[config.mk]
export PLATFORM = sky130hd
export DESIGN_NAME = tx_src_sel
export DESIGN_NICKNAME = d
export VERILOG_FILES = /design/src/rtl/tx_src_pkg.sv /design/src/rtl/tx_pkt_fifo.sv /design/src/rtl/tx_skip_sched.sv /design/src/rtl/tx_idle_lfsr.sv /design/src/rtl/tx_train_gen.sv /design/src/rtl/tx_src_sel.sv
export SDC_FILE = /design/constraint.sdc
export NUM_CORES = 1
export LEC_CHECK = 0
export ABC_AREA = 1
export BUFFER_PORTS_ARGS = -buffer_cell sky130_fd_sc_hd__buf_2
export CORE_MARGIN = 8
export CORE_UTILIZATION = 55
export CTS_CLUSTER_SIZE = 10
export DETAILED_ROUTE_END_ITERATION = 10
export GPL_TIMING_DRIVEN = 0
export PLACE_DENSITY = 0.72
export SLEW_MARGIN = 0
export SYNTH_ARGS = -nofsm -noshare
export SYNTH_HDL_FRONTEND = slang
export SYNTH_SLANG_ARGS = --single-unit
[constraint.sdc]
create_clock -name clk -period 2.75 [get_ports clk]
set_input_delay 0.4125 -clock clk [delete_from_list [all_inputs] [get_ports clk]]
set_output_delay 0.4125 -clock clk [all_outputs]
set_load 0.03 [all_outputs]
[src/rtl/tx_src_pkg.sv]
package tx_src_pkg;

  typedef enum logic [1:0] {
    SRC_IDLE  = 2'd0,
    SRC_PKT   = 2'd1,
    SRC_SKIP  = 2'd2,
    SRC_TRAIN = 2'd3
  } src_e;

  localparam logic [7:0] SYM_COM    = 8'hBC;
  localparam logic [7:0] SYM_SKP    = 8'h1C;
  localparam logic [7:0] SYM_SDP    = 8'hFB;
  localparam logic [7:0] SYM_SLP    = 8'h5C;
  localparam logic [7:0] SYM_EGP    = 8'hFD;
  localparam logic [7:0] SYM_EBP    = 8'hFE;
  localparam logic [7:0] SYM_TS1_ID = 8'h4A;
  localparam logic [7:0] SYM_TS2_ID = 8'h45;

  localparam int SYM_W = 9;

endpackage

[src/rtl/tx_pkt_fifo.sv]
module tx_pkt_fifo #(
  parameter int DEPTH = 16,
  parameter int WIDTH = 9
) (
  input  logic             clk,
  input  logic             rst_n,
  input  logic             wr_valid,
  output logic             wr_ready,
  input  logic [WIDTH-1:0] wr_data,
  input  logic             rd_en,
  output logic [WIDTH-1:0] rd_data,
  output logic             empty
);
  localparam int PW = (DEPTH > 1) ? $clog2(DEPTH) : 1;
  localparam int CW = $clog2(DEPTH + 1);
  localparam bit POW2 = ((1 << PW) == DEPTH);

  logic [WIDTH-1:0] mem [DEPTH];
  logic [PW-1:0]    wr_ptr, rd_ptr, wr_nxt, rd_nxt;
  logic [CW-1:0]    count;
  logic             push, pop, full;

  assign full     = (count == CW'(DEPTH));
  assign empty    = (count == '0);
  assign wr_ready = !full;
  assign push     = wr_valid && !full;
  assign pop      = rd_en && !empty;
  assign rd_data  = mem[rd_ptr];

  generate
    if (POW2) begin : g_wrap_free
      assign wr_nxt = wr_ptr + 1'b1;
      assign rd_nxt = rd_ptr + 1'b1;
    end else begin : g_wrap_cmp
      assign wr_nxt = (wr_ptr == PW'(DEPTH - 1)) ? '0 : wr_ptr + 1'b1;
      assign rd_nxt = (rd_ptr == PW'(DEPTH - 1)) ? '0 : rd_ptr + 1'b1;
    end
  endgenerate

  always_ff @(posedge clk) begin
    if (push) mem[wr_ptr] <= wr_data;
  end

  always_ff @(posedge clk) begin
    if (!rst_n) begin
      wr_ptr <= '0;
      rd_ptr <= '0;
      count  <= '0;
    end else begin
      if (push) wr_ptr <= wr_nxt;
      if (pop)  rd_ptr <= rd_nxt;
      case ({push, pop})
        2'b10:   count <= count + 1'b1;
        2'b01:   count <= count - 1'b1;
        default: count <= count;
      endcase
    end
  end

  // occupancy never passes the depth
  assert_no_overflow_R1: assert property (@(posedge clk) disable iff (!rst_n)
    count <= CW'(DEPTH));

  // a full FIFO that is not read stays full and refuses input
  assert_full_holds_R1: assert property (@(posedge clk) disable iff (!rst_n)
    (full && !rd_en) |=> (!wr_ready));

endmodule

[src/rtl/tx_skip_sched.sv]
module tx_skip_sched #(
  parameter int SKIP_MIN = 4352,
  parameter int SKIP_MAX = 4608
) (
  input  logic clk,
  input  logic rst_n,
  input  logic hold,
  input  logic start,
  output logic due
);
  localparam int CW = $clog2(SKIP_MAX + 1);

  logic [CW-1:0] cnt;

  assign due = (cnt >= CW'(SKIP_MIN));

  always_ff @(posedge clk) begin
    if (!rst_n)              cnt <= '0;
    else if (hold || start)  cnt <= '0;
    else if (cnt != CW'(SKIP_MAX)) cnt <= cnt + 1'b1;
  end

  // a skip set must begin before the deadline count is reached
  assert_skip_deadline_R6: assert property (@(posedge clk) disable iff (!rst_n)
    cnt < CW'(SKIP_MAX));

  // the selector only starts a skip set once the minimum spacing elapsed
  assert_skip_spacing_R4: assert property (@(posedge clk) disable iff (!rst_n)
    start |-> (cnt >= CW'(SKIP_MIN)));

endmodule

[src/rtl/tx_idle_lfsr.sv]
module tx_idle_lfsr #(
  parameter logic [10:0] SEED = 11'h7FF
) (
  input  logic       clk,
  input  logic       rst_n,
  input  logic       adv,
  output logic [7:0] idle_byte
);
  logic [10:0] st;

  assign idle_byte = st[7:0];

  always_ff @(posedge clk) begin
    if (!rst_n)   st <= SEED;
    else if (adv) st <= {st[9:0], st[10] ^ st[8]};
  end

  // the generator never sits in the all-zero lock-up state
  assert_lfsr_live_R8: assert property (@(posedge clk) disable iff (!rst_n)
    st != 11'h000);

endmodule

[src/rtl/tx_train_gen.sv]
module tx_train_gen
  import tx_src_pkg::*;
#(
  parameter int TS_LEN = 16
) (
  input  logic       clk,
  input  logic       rst_n,
  input  logic       active,
  input  logic       use_ts2,
  output logic [7:0] ts_sym,
  output logic       ts_k
);
  localparam int IW = $clog2(TS_LEN);

  logic [IW-1:0] idx;

  assign ts_k   = (idx == '0);
  assign ts_sym = ts_k ? SYM_COM : (use_ts2 ? SYM_TS2_ID : SYM_TS1_ID);

  always_ff @(posedge clk) begin
    if (!rst_n || !active)           idx <= '0;
    else if (idx == IW'(TS_LEN - 1)) idx <= '0;
    else                             idx <= idx + 1'b1;
  end

endmodule

[src/rtl/tx_src_sel.sv]
module tx_src_sel
  import tx_src_pkg::*;
#(
  parameter int          FIFO_DEPTH = 16,
  parameter int          SKIP_MIN   = 4352,
  parameter int          SKIP_MAX   = 4608,
  parameter int          TS_LEN     = 16,
  parameter logic [10:0] IDLE_SEED  = 11'h7FF
) (
  input  logic       clk,
  input  logic       rst_n,
  input  logic       train_active,
  input  logic       train_ts2,
  input  logic       in_valid,
  output logic       in_ready,
  input  logic [7:0] in_data,
  input  logic       in_k,
  output logic [7:0] out_sym,
  output logic       out_k,
  output logic [1:0] out_src
);
  localparam int SKIP_LEN = 4;
  localparam int SPW      = $clog2(SKIP_LEN);

  logic [SYM_W-1:0] head;
  logic             fifo_empty, pop;
  logic             due, skip_start;
  logic [7:0]       lfsr_byte;
  logic             lfsr_adv;
  logic [7:0]       ts_sym;
  logic             ts_k;
  logic             skip_busy, in_pkt;
  logic [SPW-1:0]   skip_pos;
  logic             head_open, head_close;

  src_e       sel_src, src_q;
  logic [7:0] sel_sym;
  logic       sel_k;

  tx_pkt_fifo #(.DEPTH(FIFO_DEPTH), .WIDTH(SYM_W)) u_fifo (
    .clk(clk), .rst_n(rst_n),
    .wr_valid(in_valid), .wr_ready(in_ready), .wr_data({in_k, in_data}),
    .rd_en(pop), .rd_data(head), .empty(fifo_empty)
  );

  tx_skip_sched #(.SKIP_MIN(SKIP_MIN), .SKIP_MAX(SKIP_MAX)) u_sched (
    .clk(clk), .rst_n(rst_n), .hold(train_active), .start(skip_start), .due(due)
  );

  tx_idle_lfsr #(.SEED(IDLE_SEED)) u_idle (
    .clk(clk), .rst_n(rst_n), .adv(lfsr_adv), .idle_byte(lfsr_byte)
  );

  tx_train_gen #(.TS_LEN(TS_LEN)) u_train (
    .clk(clk), .rst_n(rst_n), .active(train_active), .use_ts2(train_ts2),
    .ts_sym(ts_sym), .ts_k(ts_k)
  );

  assign head_open  = head[8] && (head[7:0] == SYM_SDP || head[7:0] == SYM_SLP);
  assign head_close = head[8] && (head[7:0] == SYM_EGP || head[7:0] == SYM_EBP);

  always_comb begin
    sel_src    = SRC_IDLE;
    sel_sym    = lfsr_byte;
    sel_k      = 1'b0;
    pop        = 1'b0;
    skip_start = 1'b0;
    lfsr_adv   = 1'b0;
    if (train_active) begin
      sel_src = SRC_TRAIN;
      sel_sym = ts_sym;
      sel_k   = ts_k;
    end else if (skip_busy) begin
      sel_src = SRC_SKIP;
      sel_sym = SYM_SKP;
      sel_k   = 1'b1;
    end else if (due && !in_pkt) begin
      sel_src    = SRC_SKIP;
      sel_sym    = SYM_COM;
      sel_k      = 1'b1;
      skip_start = 1'b1;
    end else if (!fifo_empty) begin
      sel_src = SRC_PKT;
      sel_sym = head[7:0];
      sel_k   = head[8];
      pop     = 1'b1;
    end else begin
      lfsr_adv = 1'b1;
    end
  end

  always_ff @(posedge clk) begin
    if (!rst_n) begin
      src_q     <= SRC_IDLE;
      out_sym   <= 8'h00;
      out_k     <= 1'b0;
      skip_busy <= 1'b0;
      skip_pos  <= '0;
      in_pkt    <= 1'b0;
    end else begin
      src_q   <= sel_src;
      out_sym <= sel_sym;
      out_k   <= sel_k;
      if (train_active) begin
        skip_busy <= 1'b0;
        skip_pos  <= '0;
        in_pkt    <= 1'b0;
      end else if (skip_busy) begin
        if (skip_pos == SPW'(SKIP_LEN - 1)) begin
          skip_busy <= 1'b0;
          skip_pos  <= '0;
        end else begin
          skip_pos <= skip_pos + 1'b1;
        end
      end else if (skip_start) begin
        skip_busy <= 1'b1;
        skip_pos  <= SPW'(1);
      end else if (pop) begin
        if (head_open)       in_pkt <= 1'b1;
        else if (head_close) in_pkt <= 1'b0;
      end
    end
  end

  assign out_src = src_q;

  // a training request owns the output from the next symbol on
  assert_train_src_R2: assert property (@(posedge clk) disable iff (!rst_n)
    train_active |=> (out_src == SRC_TRAIN));

  // a skip COM is followed by SKP unless training cuts in
  assert_skip_body_R3: assert property (@(posedge clk) disable iff (!rst_n)
    (out_src == SRC_SKIP && out_sym == SYM_COM && !train_active)
      |=> (out_src == SRC_SKIP && out_sym == SYM_SKP && out_k));

  // no skip symbol while a packet is open
  assert_no_skip_in_pkt_R5: assert property (@(posedge clk) disable iff (!rst_n)
    (in_pkt && !train_active) |=> (out_src != SRC_SKIP));

  // idle symbols are always data symbols
  assert_idle_data_R8: assert property (@(posedge clk) disable iff (!rst_n)
    (out_src == SRC_IDLE) |-> !out_k);

endmodule

==> results.tsv, run 1 <==
metric	value	unit
status	completed	
post-route ant nets	0	
HP Class	input pin to flip-flop	
cell type with the largest total area after synthesis	edfxtp_1	
Worst Path Max Fanout	11	
hold path depth	3	
Post-Syn Nets	931	
count leader, synth	nand2_1	
Die H	142	um
CP Cell Sequence	inv_1 > nand3_1 > nand2_2 > nand2_2 > nor2_4 > buf_6 > ha_4 > xor2_1 > ha_1 > a21o_1 > nand2_1 > nand2_1 > a21oi_1 > nor2_1 > nor2_1 > nand2_1 > o21ai_0 > a21oi_1	
largest net degree at the start of global routing	17	
peak supply drop	0.485	mV
CP top delay family	simple AND/OR/NAND/NOR gates	
GRT Total Usage	21.2	%
CTS Sinks	204	
via count	6386	
Fillers	1264	
Port Buffers	25	
Post-DP Area	9160	um2
Synth Cell Area	8760	um2
Fmax	383	MHz
asr flop ratio synth	0	%
Max Cap Viol	0	
total gr overflow	0	
prevailing post-synth register cell	edfxtp_1	
actual slew at the worst max-slew pin	1220	ps
library cells used by synthesis	36	
initial antenna violation count	0	
crit share post-route	94.9	%
Setup crit end kind	flip-flop	
combinational share of power	27.6	%
register share of total power	40.9	%
Bufs and invs on worst path	2	
final net count	983	
Fin Setup TNS	0	ps
syn avg cell area	9.71	um2
DRC viols	0	
clk_lat worst skew	510	ps
Yosys reg bits	204	
Ports	26	
unrepaired setup endpoints after global routing	no	
synth cell count leaders	nand2_1, edfxtp_1, inv_1, nand3_1, nor2_1	
Tmin final	2610	ps
Final GP Congestion	0.912	
first-pass GRT wire length	32500	um
Via density	5.41	
sw power	2.92	mW
Routed WL per cell	18.1	um
P&R area growth vs syn	12.5	%
row count	46	
non-filler instance count after layout	1180	
max-slew violations	0	
cell area after layout	9860	um2
relative slew slack	18.5	%
dpl cells	1144	
Worst Skew	12.2	ps
Synth area leaders	edfxtp_1, dfxtp_1, nand2_1	
sequential-to-total area share from yosys stat	63.0	%
initial core utilization	55.8	%
CTS H-tree depth	1	
Die Area	20200	um2
hold buffer count at cts	0	
critical path arrival	3010	ps
final hold vios	0	
Synth Warn #	0	
PD cells	893	nW/um2
Post-Route WL	21300	um
Leakage	4.08	nW
CP peak stage delay	310	ps
switching share of power	33.2	%
internal power	5.89	mW
Startpoint Class	flip-flop	
CTS buffer count	24	
core area	15700	um2
CTS tree	yes	
clk root buf	clkbuf_16	
critical path class	flip-flop to flip-flop	
top cell type's share of synthesized area	49.3	%
Clock transition at path regs	60	ps
EDFF count, synth	144	
DR pass1 iterations	6	
critical path's slowest cell	dfxtp_1	
Initial DRC Count	687	
vias in the first global route	5912	
antenna cell count	0	
DP Wirelength	13400	um
Critical Path RT	3150	ps
total power	8.81	mW
R2R depth	18	
Clk pwr share	31.5	%
post-layout util	62.8	%
Crit path depth	18	
Crit path top cell by count	nand2_1	
die width	142	um
synthesized instance count	903	
share of post-route cells with drive strength above 1	10.1	%
setup violators final	0	
Longest Clk Path Bufs	3	
-- routing by layer --
layer  track usage (%)  wire (um)
met3              3.42       1870
met2              34.1       9980
met4              6.61        505
met1              28.8       8980
met5                 0          0
-- final timing paths --
| kind | start | end | slack [ps] |
|---|---|---|---|
| setup / recovery | u_sched.cnt[8] | u_fifo.count[4] | 140 |
| hold / removal | train_active | out_src[0] | 230 |
| setup reg to reg | u_sched.cnt[8] | u_fifo.count[4] | 140 |
| hold reg to reg | u_fifo.rd_ptr[3] | flip-flop | 460 |
-- state kept, by name (all words and copies together) (netlist names), 4 cells and up, named ones only --
register	cells
out_sym	8
u_fifo.count	5
u_fifo.mem	144
u_fifo.rd_ptr	4
u_fifo.wr_ptr	4
u_idle.st	11
u_sched.cnt	13
u_train.idx	4
-- power groups by stage --
stage	logic, mW	registers (mW)	clock network, mW
4_1_cts	2.37	3.60	2.80
6_report	2.43	3.60	2.77
3_5_place_dp	2.34	3.66	0
2_1_floorplan	1.52	3.74	0
5_1_grt	2.65	3.62	2.94
3_3_place_gp	2.30	3.65	0
-- placed cells by master, fill, tap and decap left out, types with 4 or more instances in the layout --
| cell type | netlist | layout |
|---|---|---|
| clkbuf_16 | 0 | 25 |
| dfxtp_1 | 60 | 60 |
| a21oi_1 | 29 | 29 |
| o21ai_0 | 29 | 29 |
| nand2_2 | 2 | 4 |
| buf_2 | 12 | 36 |
| nor2_1 | 69 | 68 |
| ha_1 | 14 | 13 |
| nor3_1 | 7 | 7 |
| clkbuf_1 | 4 | 12 |
| clkinv_1 | 2 | 4 |
| nand3_1 | 90 | 90 |
| nand4_1 | 7 | 7 |
| inv_1 | 112 | 111 |
| edfxtp_1 | 144 | 144 |
| buf_4 | 7 | 8 |
| o211ai_1 | 14 | 14 |
| o21ai_1 | 7 | 7 |
| or2_2 | 5 | 5 |
| buf_6 | 9 | 10 |
| nand2_1 | 257 | 255 |
-- what timing repair did --
action                                  4_1_cts  5_1_grt
endpoints found under the setup margin        1        1
resized for setup                             3        6
setup buffers                                 0        1
pin swaps                                     0        1
-- through the flow --
step                worst slack, ps  hold WS (ps)
floorplan                       256           429
global placement               -138           439
detailed placement             -153           451
CTS                            17.8           224
global route                   2.86           244
finish                          140           227
-- area by class of cell --
type	count	area, um2	area share [%]
plain buffers	32	235	2.39
inverters	117	447	4.53
clock inverters	2	7.51	0.0761
well taps	216	270	2.74
multi-input cells	550	2590	26.2
flip-flops and latches	204	5530	56.0
repair buffers	26	133	1.34
clock buffers	33	656	6.65
-- logic make-up (layout without fill, tap and decap cells) --
group / Yosys count / in the layout / synth area share (%)
and+or+nand+nor: 438 / 438 / 20.6
xor gates and xnor gates: 5 / 5 / 0.500
AOI/OAI and AO/OA: 93 / 93 / 6.18
DFF: 204 / 204 / 63.0
adders and majority gates: 14 / 14 / 2.00
buffers and inverters: 149 / 210 / 7.71
-- worst min-delay path: cells and delay by family --
family	cells	cell delay (ps)
buffers and inverters	1	120
AOI/OAI and AO/OA	1	70
and+or+nand+nor	1	90
No activity file was read; power rests on OpenSTA's default activity.
==> inputs of run 2 (changes only) <==
--- a/config.mk
+++ b/config.mk
@@ -7,7 +7,6 @@
 export LEC_CHECK = 0
 export ABC_AREA = 1
 export BUFFER_PORTS_ARGS = -buffer_cell sky130_fd_sc_hd__buf_2
-export CORE_MARGIN = 8
 export CORE_UTILIZATION = 55
 export CTS_CLUSTER_SIZE = 10
 export DETAILED_ROUTE_END_ITERATION = 10
==> run 2 against run 1 <==
  * Combinational power about the same
  * First-iteration DRC count up 36%
  * Clock power about the same
  * Largest cell class unchanged
  * Largest power group unchanged
==> results.tsv, run 2 (synthesis gave the netlist of run 1 again) <==
metric	value	unit	change
status	completed		
CTS Sinks	204		unchanged
Fillers	1280		+1.3%
DRC viols	0		unchanged
CTS tree	yes		
hold path depth	3		unchanged
initial antenna violation count	0		unchanged
antenna cell count	0		unchanged
Die H	128	um	-9.8%
Die Area	16400	um2	-19%
Clock transition at path regs	60	ps	about the same
core area	15400	um2	-2.2%
first-pass GRT wire length	31800	um	-2.3%
relative slew slack	6.20	%	-12 points
CTS buffer count	24		unchanged
cell area after layout	9890	um2	+0.32%
critical path class	flip-flop to flip-flop		
max-slew violations	0		unchanged
Startpoint Class	flip-flop		
wire length on met2	9390	um	-5.9%
Worst Skew	19.9	ps	+7.78 ps
hold buffer count at cts	0		unchanged
row count	45		-2.2%
Via density	5.37		-0.80%
max layer used	met4		
peak supply drop	0.497	mV	+2.5%
R2R depth	6		-12
Worst Path Max Fanout	9		-2
post-route ant nets	0		unchanged
clk_lat worst skew	520	ps	about the same
via count	6308		-1.2%
commonest non-fill, non-tap cell in the layout	nand2_1		
Port Buffers	25		unchanged
final net count	985		+0.20%
P&R area growth vs syn	12.9	%	
most frequent cells in the layout	nand2_1, edfxtp_1, inv_1		
biggest regs	u_fifo.mem (144), u_sched.cnt (13), u_idle.st (11)		
CTS H-tree depth	1		unchanged
HP Class	input pin to flip-flop		
total gr overflow	0		unchanged
PD cells	892	nW/um2	-0.18%
Post-Route WL	20600	um	-3.6%
DP Wirelength	13000	um	-3.4%
Final GP Congestion	0.839		-8.0%
Tmin final	2550	ps	-64.8 ps
DR pass1 iterations	6		unchanged
final hold vios	0		unchanged
Fmax	393	MHz	+2.5%
largest net degree at the start of global routing	17		unchanged
clk root buf	clkbuf_16		
Top reg by flops	u_fifo.mem		
share of post-route cells with drive strength above 1	10.7	%	+0.62 points
setup violators final	0		unchanged
Setup crit end kind	flip-flop		
M1 wire length	8600	um	-4.2%
Initial DRC Count	935		+36%
Critical Path RT	2860	ps	-290 ps
total power	8.82	mW	+0.14%
critical path arrival	2650	ps	-360 ps
Leakage	4.10	nW	+0.61%
actual slew at the worst max-slew pin	1400	ps	+184 ps
vias in the first global route	5749		-2.8%
initial core utilization	57.0	%	+1.2 points
Routed WL per cell	17.5	um	-3.2%
max reg flops	144		unchanged
Longest Clk Path Bufs	3		unchanged
GRT Total Usage	26.1	%	+4.9 points
Ports	26		unchanged
Max Cap Viol	0		unchanged
die width	128	um	-9.8%
Post-DP Area	9150	um2	about the same
crit share post-route	92.6	%	-2.4 points
metal3 WL	1960	um	+4.9%
==> run 2: what timing repair did <==
| item | 4_1_cts | 5_1_grt |
|---|---|---|
| setup endpoints to repair | 1 | 1 |
| setup buffers | 0 | 3 |
| gates resized for setup | 4 | 9 |
| pin swaps | 0 | 1 |
==> run 2: path summary, 6_finish.rpt <==
path / from / endpoint / slack (ps)
setup / recovery: u_fifo.count[1] / u_fifo.mem[0][4] / 200
hold / removal: train_active / out_sym[5] / 240
setup reg to reg: u_fifo.count[1] / u_fifo.mem[0][4] / 200
hold reg to reg: u_idle.st[9] / u_idle.st[9] / 460
==> run 2: layout make-up <==
class	instances	area [um2]	share of cell area, %
Timing Repair Buffer	28	148	1.49
Multi-Input combinational cell	550	2600	26.3
Buffer	32	235	2.38
Clock inverter	2	46.3	0.468
Sequential cell	204	5530	55.8
Tap cell	211	264	2.67
Inverter	117	447	4.51
Clock buffer	31	627	6.34
==> run 2: power by group <==
group | internal (mW) | switching (mW)
Sequential | 3.50 | 0.0956
Clock | 1.67 | 1.13
Combinational | 0.786 | 1.63
==> run 2: per-layer routing <==
layer / vias to the layer above / global-route usage [%]
met2: 285 / 40.4
met1: 2893 / 37.0
met3: 46 / 4.09
met4: 0 / 10.0
met5: - / 0
li1: 3084 / -
==> run 2: worst max-delay path, cell delays in order (launching register included) <==
cell and delay (ps):
dfxtp_1 390, inv_1 90, nand4_1 110, nand2_1 200
inv_1 170, nand2_1 120, nor2_1 1060
==> run 2: per-stage QoR <==
step / setup slack, ps / hold WS, ps / TNS (ps) / instances / util (%)
2_1_floorplan: 256 / 429 / 0 / 903 / -
3_3_place_gp: -152 / 442 / -152 / 1139 / 59.6
3_5_place_dp: -180 / 444 / -180 / 1139 / 59.6
4_1_cts: 48.8 / 236 / 0 / 1172 / 64.0
5_1_grt: -26.5 / 249 / -26.5 / 1175 / 64.4
6_report: 205 / 243 / 0 / 1175 / 64.4
